## src/rtl/ramp_ref_pkg.sv

```systemverilog
package ramp_ref_pkg;
  typedef enum logic {DIR_DOWN = 1'b0, DIR_UP = 1'b1} ramp_dir_e;
endpackage

```

## src/rtl/ramp_ref_pacer.sv

```systemverilog
module ramp_ref_pacer #(
  parameter int CNT_W = 7
) (
  input  logic             clk,
  input  logic             rst_n,
  input  logic             clear,
  input  logic             enable,
  input  logic             trig,
  input  logic [CNT_W-1:0] limit,
  output logic             fire
);
  logic [CNT_W-1:0] cnt_q;
  logic             counted;

  assign counted = enable && trig && !clear;
  assign fire    = counted && (cnt_q == limit);

  always_ff @(posedge clk or negedge rst_n) begin
    if (!rst_n)       cnt_q <= '0;
    else if (clear)   cnt_q <= '0;
    else if (fire)    cnt_q <= '0;
    else if (counted) cnt_q <= cnt_q + 1'b1;
  end
endmodule

```

## src/rtl/ramp_ref_stepper.sv

```systemverilog
module ramp_ref_stepper
  import ramp_ref_pkg::*;
#(
  parameter int DAC_W  = 14,
  parameter int FRAC_W = 10,
  parameter int STEP_W = 18
) (
  input  logic [DAC_W+FRAC_W-1:0] pos,
  input  logic [STEP_W-1:0]       step,
  input  logic [DAC_W-1:0]        target,
  input  ramp_dir_e               dir,
  output logic [DAC_W+FRAC_W-1:0] pos_next,
  output logic                    hit
);
  localparam int POS_W = DAC_W + FRAC_W;

  logic [POS_W:0] step_ext, tgt_ext, sum_up, diff_dn;

  assign step_ext = {{(POS_W + 1 - STEP_W){1'b0}}, step};
  assign tgt_ext  = {1'b0, target, {FRAC_W{1'b0}}};
  assign sum_up   = {1'b0, pos} + step_ext;
  assign diff_dn  = {1'b0, pos} - step_ext;

  always_comb begin
    if (dir == DIR_UP) begin
      hit      = (sum_up >= tgt_ext);
      pos_next = hit ? tgt_ext[POS_W-1:0] : sum_up[POS_W-1:0];
    end else begin
      hit      = diff_dn[POS_W] || (diff_dn <= tgt_ext);
      pos_next = hit ? tgt_ext[POS_W-1:0] : diff_dn[POS_W-1:0];
    end
  end
endmodule

```

## src/rtl/ramp_ref_gen.sv

```systemverilog
module ramp_ref_gen
  import ramp_ref_pkg::*;
#(
  parameter int DAC_W  = 14,
  parameter int FRAC_W = 10,
  parameter int STEP_W = 18,
  parameter int CNT_W  = 7
) (
  input  logic              clk,
  input  logic              rst_n,
  input  logic              go,
  input  logic              trig,
  input  logic [DAC_W-1:0]  start_value,
  input  logic [DAC_W-1:0]  end_value,
  input  logic [STEP_W-1:0] step_size,
  input  logic [CNT_W-1:0]  cycles_per_step,
  output logic [DAC_W-1:0]  dac_value,
  output logic              done
);
  localparam int POS_W = DAC_W + FRAC_W;

  logic [POS_W-1:0] pos_q, pos_next;
  logic [DAC_W-1:0] end_q;
  ramp_dir_e        dir_q;
  logic             busy_q, done_q;
  logic             fire, hit;

  ramp_ref_pacer #(.CNT_W(CNT_W)) u_pacer (
    .clk    (clk),
    .rst_n  (rst_n),
    .clear  (go),
    .enable (busy_q),
    .trig   (trig),
    .limit  (cycles_per_step),
    .fire   (fire)
  );

  ramp_ref_stepper #(.DAC_W(DAC_W), .FRAC_W(FRAC_W), .STEP_W(STEP_W)) u_stepper (
    .pos      (pos_q),
    .step     (step_size),
    .target   (end_q),
    .dir      (dir_q),
    .pos_next (pos_next),
    .hit      (hit)
  );

  always_ff @(posedge clk or negedge rst_n) begin
    if (!rst_n) begin
      pos_q  <= '0;
      end_q  <= '0;
      dir_q  <= DIR_UP;
      busy_q <= 1'b0;
      done_q <= 1'b0;
    end else if (go) begin
      pos_q  <= {start_value, {FRAC_W{1'b0}}};
      end_q  <= end_value;
      dir_q  <= (start_value < end_value) ? DIR_UP : DIR_DOWN;
      busy_q <= (start_value != end_value);
      done_q <= (start_value == end_value);
    end else if (fire) begin
      pos_q <= pos_next;
      if (hit) begin
        busy_q <= 1'b0;
        done_q <= 1'b1;
      end
    end
  end

  assign dac_value = pos_q[POS_W-1 -: DAC_W];
  assign done      = done_q;
endmodule

```

## config.mk

```make
export PLATFORM = sky130hd
export DESIGN_NAME = ramp_ref_gen
export DESIGN_NICKNAME = d
export VERILOG_FILES = /design/src/rtl/ramp_ref_pkg.sv /design/src/rtl/ramp_ref_pacer.sv /design/src/rtl/ramp_ref_stepper.sv /design/src/rtl/ramp_ref_gen.sv
export SDC_FILE = /design/constraint.sdc
export NUM_CORES = 1
export LEC_CHECK = 0
export BUFFER_PORTS_ARGS = -buffer_cell sky130_fd_sc_hd__buf_2
export CAP_MARGIN = 20
export CORE_MARGIN = 4
export CORE_UTILIZATION = 63
export CTS_BUF_LIST = sky130_fd_sc_hd__clkbuf_2
export DETAILED_ROUTE_END_ITERATION = 6
export PLACE_DENSITY = 0.86
export SYNTH_ARGS = -nofsm -noshare
export SYNTH_HDL_FRONTEND = slang
export SYNTH_SLANG_ARGS = --single-unit
```

## constraint.sdc

```tcl
create_clock -name clk -period 11.2 [get_ports clk]
set_input_delay 1.12 -clock clk [delete_from_list [all_inputs] [get_ports clk]]
set_output_delay 1.12 -clock clk [all_outputs]
set_load 0.005 [all_outputs]
```

Yosys cells after proc, flatten, opt, wreduce, memory -nomap -nowiden. Index checks and enable logic that the tools add are counted.

Muxes and demuxes: 16. Order comparisons: 3. Add/subtract/negate cells: 3. Reductions and logical operators: 9. Eq/ne operators: 3.

Operator list (count): 24-bit two-way mux (5); 24-bit by 18-bit adder with 25-bit output (1); 25-bit by 24-bit >= comparator with 1-bit output (1); 25-bit by 24-bit <= comparator with 1-bit output (1); 24-bit by 18-bit subtractor with 25-bit output (1); 7-bit two-way mux (3); 14-bit == test (1); 14-bit less-than comparator (1); 14-bit inequality test (1); 1-bit two-way mux (8); 7-bit by 1-bit adder with 7-bit output (second input constant) (1); 7-bit == test (1); 2-bit nonzero test (2); 1-bit logical AND (3); 3-bit nonzero test (1); 2-bit AND reduction (1); 1-bit logical NOT (1); 1-bit logical OR (1).

Output and inout port bits: 15. Input port bits: 57. Flip-flop bits (word level): 48. Logic and storage cells: 40.

Depth between registers and ports, before layout. Gate-level depths: netlist of the first run.

Depth in word-level cells: 7. Depth in mapped cells: 21. Gate-level depth less buffers: 19.

Hierarchy. Synthesis of the first run repeated with hierarchy kept, for this count alone.

Cells, all modules: 732. Area, all modules: 6017.0 um2.

By module, submodules not included: ramp_ref_stepper (seq. area each 0.0 um2, area an instance 3412.0 um2, times used 1, cells an instance 494); ramp_ref_gen (seq. area each 1027.2 um2, area an instance 2153.3 um2, times used 1, cells an instance 195); ramp_ref_pacer (seq. area each 175.2 um2, area an instance 451.7 um2, times used 1, cells an instance 43).

Worst setup path before layout of the first run. OpenSTA, ideal clock, no wires.

Path kind: input to register. Start: input port step_size[0]. End: register pos_q[10]. Setup slack: 6090 ps. Path buffers: 0. Arrival: 4972 ps. Required time: 11062 ps. Cell stages on the path: 17. Library setup time: 138 ps. Path through: ha_1 > fa_1 > nor2b_1 > o211a_1 > o2111a_1 > o311ai_4 > a21oi_1 > xor2_1 > ha_1 > nand4_1 > nor4_1 > nand3_1 > a2111oi_0 > and3_1 > a31o_2 > or3_1 > or4b_1.

Word-level cells in the longest chain between the ends: 7. Elaborated cells on any way between the ends: 10. Classes of those cells: add/sub: 2; order compare: 2; mux: 5; reduce/logical: 1.

Ends and longest elaborated chain: start: declaration (RTL line ramp_ref_gen.sv:15) `input logic [STEP_W-1:0] step_size,`; 24-bit by 18-bit subtractor with 25-bit output (RTL line ramp_ref_stepper.sv:22) `assign diff_dn = {1'b0, pos} - step_ext;`; 25-bit by 24-bit <= comparator with 1-bit output (RTL line ramp_ref_stepper.sv:29) `hit = diff_dn[POS_W] || (diff_dn <= tgt_ext);`; 1-bit logical OR (RTL line ramp_ref_stepper.sv:29); 24-bit two-way mux (RTL line ramp_ref_stepper.sv:30) `pos_next = hit ? tgt_ext[POS_W-1:0] : diff_dn[POS_W-1:0];`; 24-bit two-way mux (*) (RTL line ramp_ref_stepper.sv:25) `if (dir == DIR_UP) begin`; 24-bit two-way mux (*) (RTL line ramp_ref_gen.sv:60) `end else if (fire) begin`; 24-bit two-way mux (*) (RTL line ramp_ref_gen.sv:54) `end else if (go) begin`; end signal: assignment (RTL line ramp_ref_gen.sv:55) `pos_q <= {start_value, {FRAC_W{1'b0}}};`; end signal: assignment (RTL line ramp_ref_gen.sv:61) `pos_q <= pos_next;`; end: declaration (RTL line ramp_ref_gen.sv:22) `logic [POS_W-1:0] pos_q, pos_next;`.

Mark *: on every way between the ends. The rest lies on a longest branch, timed or not. The select of a mux whose other input is x is not followed. A chain may end at the register's enable or synchronous reset.

Worst setup path in the final report of the first run.
Start: input port step_size[2]. End: register pos_q[7].

Same word-level chain as after synthesis.

==> qor.csv, run 1 <==
metric;value;unit
status;completed;
crit_fanout;15;
cts_buffers;5;
holdCritStartpoint;end_q[2];
grt-ovfl-total;0;
pin_count;72;
yosys_most_used_dff;dfrtp_1;
post_synth.cell_area_avg;7.81;um2
initial_core_util;65.2;%
r2r-start;pos_q[2];
period_minus_slack;5.86;ns
fmax;0.171;GHz
finalCritPeriodShare;52.3;%
end_kind;register;
htreeDepth;2;
wl;18.2;mm
cp.arrival;6.23;ns
crit_path_end;pos_q[7];
die_area;11300;um2
insertion_delay;0.45;ns
diodes;0;
synthTopCellsByCount;79 x ha_1, 69 x inv_1, 63 x a21oi_1;
synth_seq_area_share;19.8;%
grt_use_total;32.2;%
rr_endpoint;pos_q[7];
worst_slew_pin_slew;0.995;ns
vias_per_cell;6.45;
use_met2;49.3;%
ir_drop;0.000106;V
yosysTopAreaCell;dfrtp_1;
power.leakage;3.09;nW
drcViolationCount;0;
clk_path_buf_depth;2;
syn2layout_area_growth;5.12;%
timing.final.max_slew_violations;0;
setup_viol;0;
min_path_type;reg -> reg;
netlist_instances;779;
nets;945;
synth_edf_count;0;
post_dp_cell_area;6330;um2
syn_nets;917;
r2r_cells;14;
use_met3;6.80;%
die_w;106;um
grtUsageMet1;46.3;%
fp.dieH;106;um
synth_cell_types;74;
cts_root_buf;clkbuf_2;
post-route-cell-area;6400;um2
port_buffers;71;
core;9330;um2
fin_tns_setup;0;ns
synth_area_leaders;dfrtp_1 19%, ha_1 16%, a21oi_1 5.2%;
start_kind;input port;
yosysWarnings;0;
tritoncts;yes;
fin_skew;0.0155;ns
grt_max_degree;63;
antenna_left;0;
cts.sinks;48;
synth_most_common_cell;ha_1;
grt_pass1_vias;5787;
gp_congestion;0.983;
setup_slack;5.34;ns
final_layout_size_suffix_gt1_share;12.5;%
post-synth-top-area-fraction;19.3;%
maxCapViolations;0;
post_synth_instance_area;6090;um2
place_hpwl;14.6;mm
power.density;92.7;nW/um2
place_ws;5.01;ns
grt_pass1_wl;29.3;mm
path_clk_slew;0.28;ns
synth.ff_latch_count;48;
hold_buffers;0;
rows;35;
rsz0062_at_grt;no;
ys_async_sr_fraction;100;%
vias;6047;
drtIter0Drc;574;
routedWlPerCell;19.4;um
slew_headroom;33.7;%
busiest_layer;met2;
power.total;0.593;mW
grt_antenna_before_repair;0;
hold_violations;0;
regToRegSetupSlack;5.68;ns
postCtsResizedCells;0;
dr.pass1.iters;5;
crit_start;step_size[2];
worstSetupPathType;in -> reg;
cts_setup_buffers;0;
crit_required;11.58;ns
[area by class of cell]
type / instances / area [um2]
Clock buffer: 5 / 25.0
Clock inverter: 3 / 42.5
Fill cell: 825 / 2930
Inverter: 70 / 263
Multi-Input combinational cell: 610 / 4340
Sequential cell: 48 / 1200
Tap cell: 129 / 161
Timing Repair Buffer: 72 / 363
[flip-flops by register name, indices dropped and copies added, names as in the netlist]
register	cells
pos_q	24
end_q	14
dir_q	1
busy_q	1
u_pacer.cnt_q	7
done	1
[how the worst min path moves through the flow]
stage	end	cells after the start
global placement	done	1
global route	done	1
CTS	done	1
detailed placement	done	1
floorplan	pos_q[7]	2
finish	pos_q[12]	2
[per-layer routing]
layer | part of all wire (%) | vias up
li1 | - | 2867
met1 | 46 | 2844
met2 | 43 | 303
met3 | 9.4 | 33
met4 | 2.2 | 0
met5 | 0 | -
[stage by stage]
step | utilization (%) | hold slack (ns) | instances
floorplan | - | 0.479 | 779
CTS | 68.6 | 0.554 | 937
global route | 68.6 | 0.575 | 937
finish | 68.6 | 0.530 | 937
detailed placement | 67.9 | 0.498 | 929
global placement | 67.9 | 0.486 | 929
[critical path: stages]
cell	delay [ns]
buf_2	0.09
inv_1	0.04
ha_1	0.41
o21ai_0	0.33
a21oi_1	0.17
o21ai_0	0.65
a21oi_1	0.24
nor4_1	0.37
xor2_1	0.15
ha_1	0.33
and3_1	0.16
nand3_1	0.12
o41ai_1	0.53
and3_1	0.74
o21ai_1	0.40
o31ai_1	0.36
[kinds of logic after synthesis]
group	share of synthesized area, %
AND/OR/NAND/NOR	20.9
AO/OA/AOI/OAI	26.1
buffers and inverters	8.92
adder cells (fa/ha/maj)	16.9
flip-flops	19.8
XOR/XNOR	6.76
multiplexers	0.678
[power by group]
| group | switching (mW) | internal [mW] |
|---|---|---|
| Clock | 0.0638 | 0.0375 |
| Combinational | 0.183 | 0.107 |
| Sequential | 0.0169 | 0.185 |
| Total | 0.263 | 0.329 |
[cell usage in the layout (no fill, tap or decap), types with 4 or more instances in the layout]
cell type	Yosys	routed
inv_1	69	69
a211oi_1	8	8
a2111oi_0	6	6
nor2b_1	10	10
a221oi_2	5	5
xnor2_1	22	22
nor3b_1	6	6
nand2b_1	14	14
a21o_1	15	15
xor2_1	25	25
nor3_1	27	27
o21a_1	8	8
buf_2	8	71
a22o_1	5	5
a221oi_1	5	5
nor2_1	49	49
and3_1	10	10
o22ai_1	4	4
nand4_1	15	15
o31ai_1	4	4
nand2_1	51	51
a21oi_1	63	63
nor4_1	10	10
o211ai_1	7	7
o21ai_0	60	60
clkbuf_2	0	5
dfrtp_1	47	47
ha_1	79	79
a31oi_1	9	9
nand3_1	27	27
(Power assumes the default switching activity.)
==> run 2: changes to the inputs <==
- ABC_AREA: unset -> 1
- CORE_UTILIZATION: 63 -> 56
- PLACE_DENSITY: 0.86 -> 0.8
- clock period: 11.2 -> 5.1 ns (I/O delays scaled with it)
==> qor.csv, run 2 <==
metric;value;unit
yosys_most_used_dff;dfrtp_1;
layout_common_cells;266 x nand2_1, 163 x inv_1, 104 x nand3_1;
fin_tns_setup;0;ns
cp_slowest_cell;ha_1;
die_w;119;um
path_clk_slew;0.27;ns
synth_cell_types;48;
grt_antenna_before_repair;0;
largest_reg_flops;24;
drcViolationCount;0;
postCtsResizedCells;0;
cp_slowest_stage_delay;0.51;ns
wl;21.4;mm
setup_viol;0;
fin_skew;0.0308;ns
slew_headroom;48.2;%
p_sw;0.644;mW
grt-ovfl-total;0;
seq_power_share;32.1;%
internal-power;0.729;mW
rsz0062_at_grt;no;
routedWlPerCell;17.0;um
diodes;0;
ir_drop;0.000157;V
status;completed;
worst_slew_pin_slew;0.776;ns
end_kind;register;
maxCapViolations;0;
worstSetupPathType;reg -> reg;
cpMostUsedCell;nand2_1;
htreeDepth;2;
fp.dieH;119;um
grt_pass1_vias;6883;
hold_buffers;0;
antenna_left;0;
sw_frac_of_total;46.9;%
cp.arrival;5.02;ns
post-synth-top-area-fraction;17.1;%
synthTopCellsByCount;266 x nand2_1, 163 x inv_1, 104 x nand3_1;
synth_area_leaders;dfrtp_1 17%, nand2_1 15%, ha_1 14%;
synth_top_family_by_area;simple AND/OR/NAND/NOR gates;
core;12000;um2
ys_async_sr_fraction;100;%
crit_required;5.51;ns
timing.final.max_slew_violations;0;
port_buffers;71;
period_minus_slack;4.61;ns
combPwrFrac;52.3;%
initial_core_util;57.1;%
syn_nets;1222;
layout_commonest_cell;nand2_1;
final_layout_size_suffix_gt1_share;12.3;%
synth_compound_area_share;12.1;%
yosysWarnings;0;
synth_mux_area_share;0;%
post_synth_instance_area;6860;um2
synthXorXnorAreaFrac;4.30;%
dp.cells;1253;
min_path_type;in -> async;
cts_root_buf;clkbuf_2;
pin_count;72;
clk_path_buf_depth;2;
power.total;1.37;mW
cts_setup_buffers;0;
crit_fanout;18;
tritoncts;yes;
nets;1251;
synth_seq_area_share;17.5;%
synth.ff_latch_count;48;
vias_per_cell;5.66;
rows;40;
yosysTopAreaCell;dfrtp_1;
reg.largest.list;pos_q x24, end_q x14, u_pacer.cnt_q x7;
gp_congestion;0.980;
grt_pass1_wl;34.3;mm
die_area;14100;um2
synth-adder-area-share;15.0;%
cts_buffers;5;
grt_max_degree;49;
yosys.area_share.simple;36.6;%
vias;7137;
synth_most_common_cell;nand2_1;
hold_violations;0;
layout.cells.non_filler;1261;
finalCritPeriodShare;90.4;%
post_synth.cell_area_avg;6.33;um2
path_cells;ha_1 -> inv_1 -> a21oi_1 -> o21ai_0 -> a21oi_1 -> nand2_1 -> nand3_1 -> nand2_1 -> xor2_1 -> inv_1 -> ha_1 -> a21oi_1 -> nor2_1 -> a211oi_1 -> nand2_1 -> nand2_1 -> nand3_4 -> nand2_1 -> inv_2 -> o21ai_0;
largest_register;pos_q;
fmax;0.217;GHz
drtIter0Drc;624;
grt_use_total;30.4;%
insertion_delay;0.46;ns
dr.pass1.iters;5;
clkPwrFrac;15.6;%
synth_edf_count;0;
netlist_instances;1084;
power.leakage;3.98;nW
syn2layout_area_growth;4.41;%
start_kind;register;
cts.sinks;48;
power.density;192;nW/um2
place_hpwl;17.9;mm
-- run 2: worst max-delay path, delay by kind of cell (launching register included) --
| family | cells | cell delay, ns |
|---|---|---|
| and+or+nand+nor | 8 | 1.39 |
| AOI/OAI and AO/OA | 6 | 1.26 |
| adders and majority gates | 2 | 0.81 |
| DFF | 1 | 0.50 |
| buffers and inverters | 3 | 0.31 |
| xor gates and xnor gates | 1 | 0.25 |
-- run 2: per-layer routing --
layer	track usage, %	part of all wire [%]	up-vias
met1	39.7	41	3245
li1	-	-	3543
met3	5.89	9.7	41
met2	50.8	46	308
met5	0	0	-
met4	8.91	2.5	0
-- run 2: per-stage QoR --
| step | instance area, um2 | hold WS, ns | setup slack (ns) | utilization (%) |
|---|---|---|---|---|
| global route | 7160 | 0.145 | 0.226 | 59.6 |
| CTS | 7160 | 0.118 | 0.660 | 59.6 |
| floorplan | 6860 | 0.214 | 1.68 | - |
| global placement | 7100 | 0.496 | 0.522 | 59.1 |
| finish | 7160 | 0.0976 | 0.492 | 59.6 |
| detailed placement | 7100 | 0.517 | 0.503 | 59.1 |
-- run 2: power by group through the flow --
stage	sequential, mW	combinational [mW]	clock, mW
6_report	0.441	0.718	0.214
5_1_grt	0.444	0.805	0.228
4_1_cts	0.439	0.705	0.216
3_5_place_dp	0.445	0.701	0
3_3_place_gp	0.446	0.692	0
2_1_floorplan	0.427	0.526	0
-- run 2: layout make-up --
cell class / count / area, um2
tap: 147 / 184
fill: 1223 / 4850
sequential: 48 / 1200
inverter: 174 / 653
timing repair buffer: 76 / 393
clock inverter: 3 / 42.5
clock buffer: 5 / 25.0
multi-input combinational: 808 / 4660
-- run 2: kinds of logic (layout without fill, tap and decap cells) --
logic type	after synthesis	count (layout)
flip-flops	48	48
XOR/XNOR	32	32
buffers and inverters	228	258
AND/OR/NAND/NOR	552	552
AO/OA/AOI/OAI	143	143
adder cells (fa/ha/maj)	81	81
-- run 2: worst paths after layout --
kind	cells past startpoint	start	slack (ns)	end
min in group clk	3	end_value[7]	0.25	end_q[7]
worst max register to register	20	pos_q[9]	0.49	pos_q[4]
worst min register to register	2	busy_q	0.57	busy_q
max in group asynchronous	2	rst_n	4.57	u_pacer.cnt_q[3]
worst min-delay path	2	rst_n	0.1	end_q[7]
worst max-delay path	20	pos_q[9]	0.49	pos_q[4]
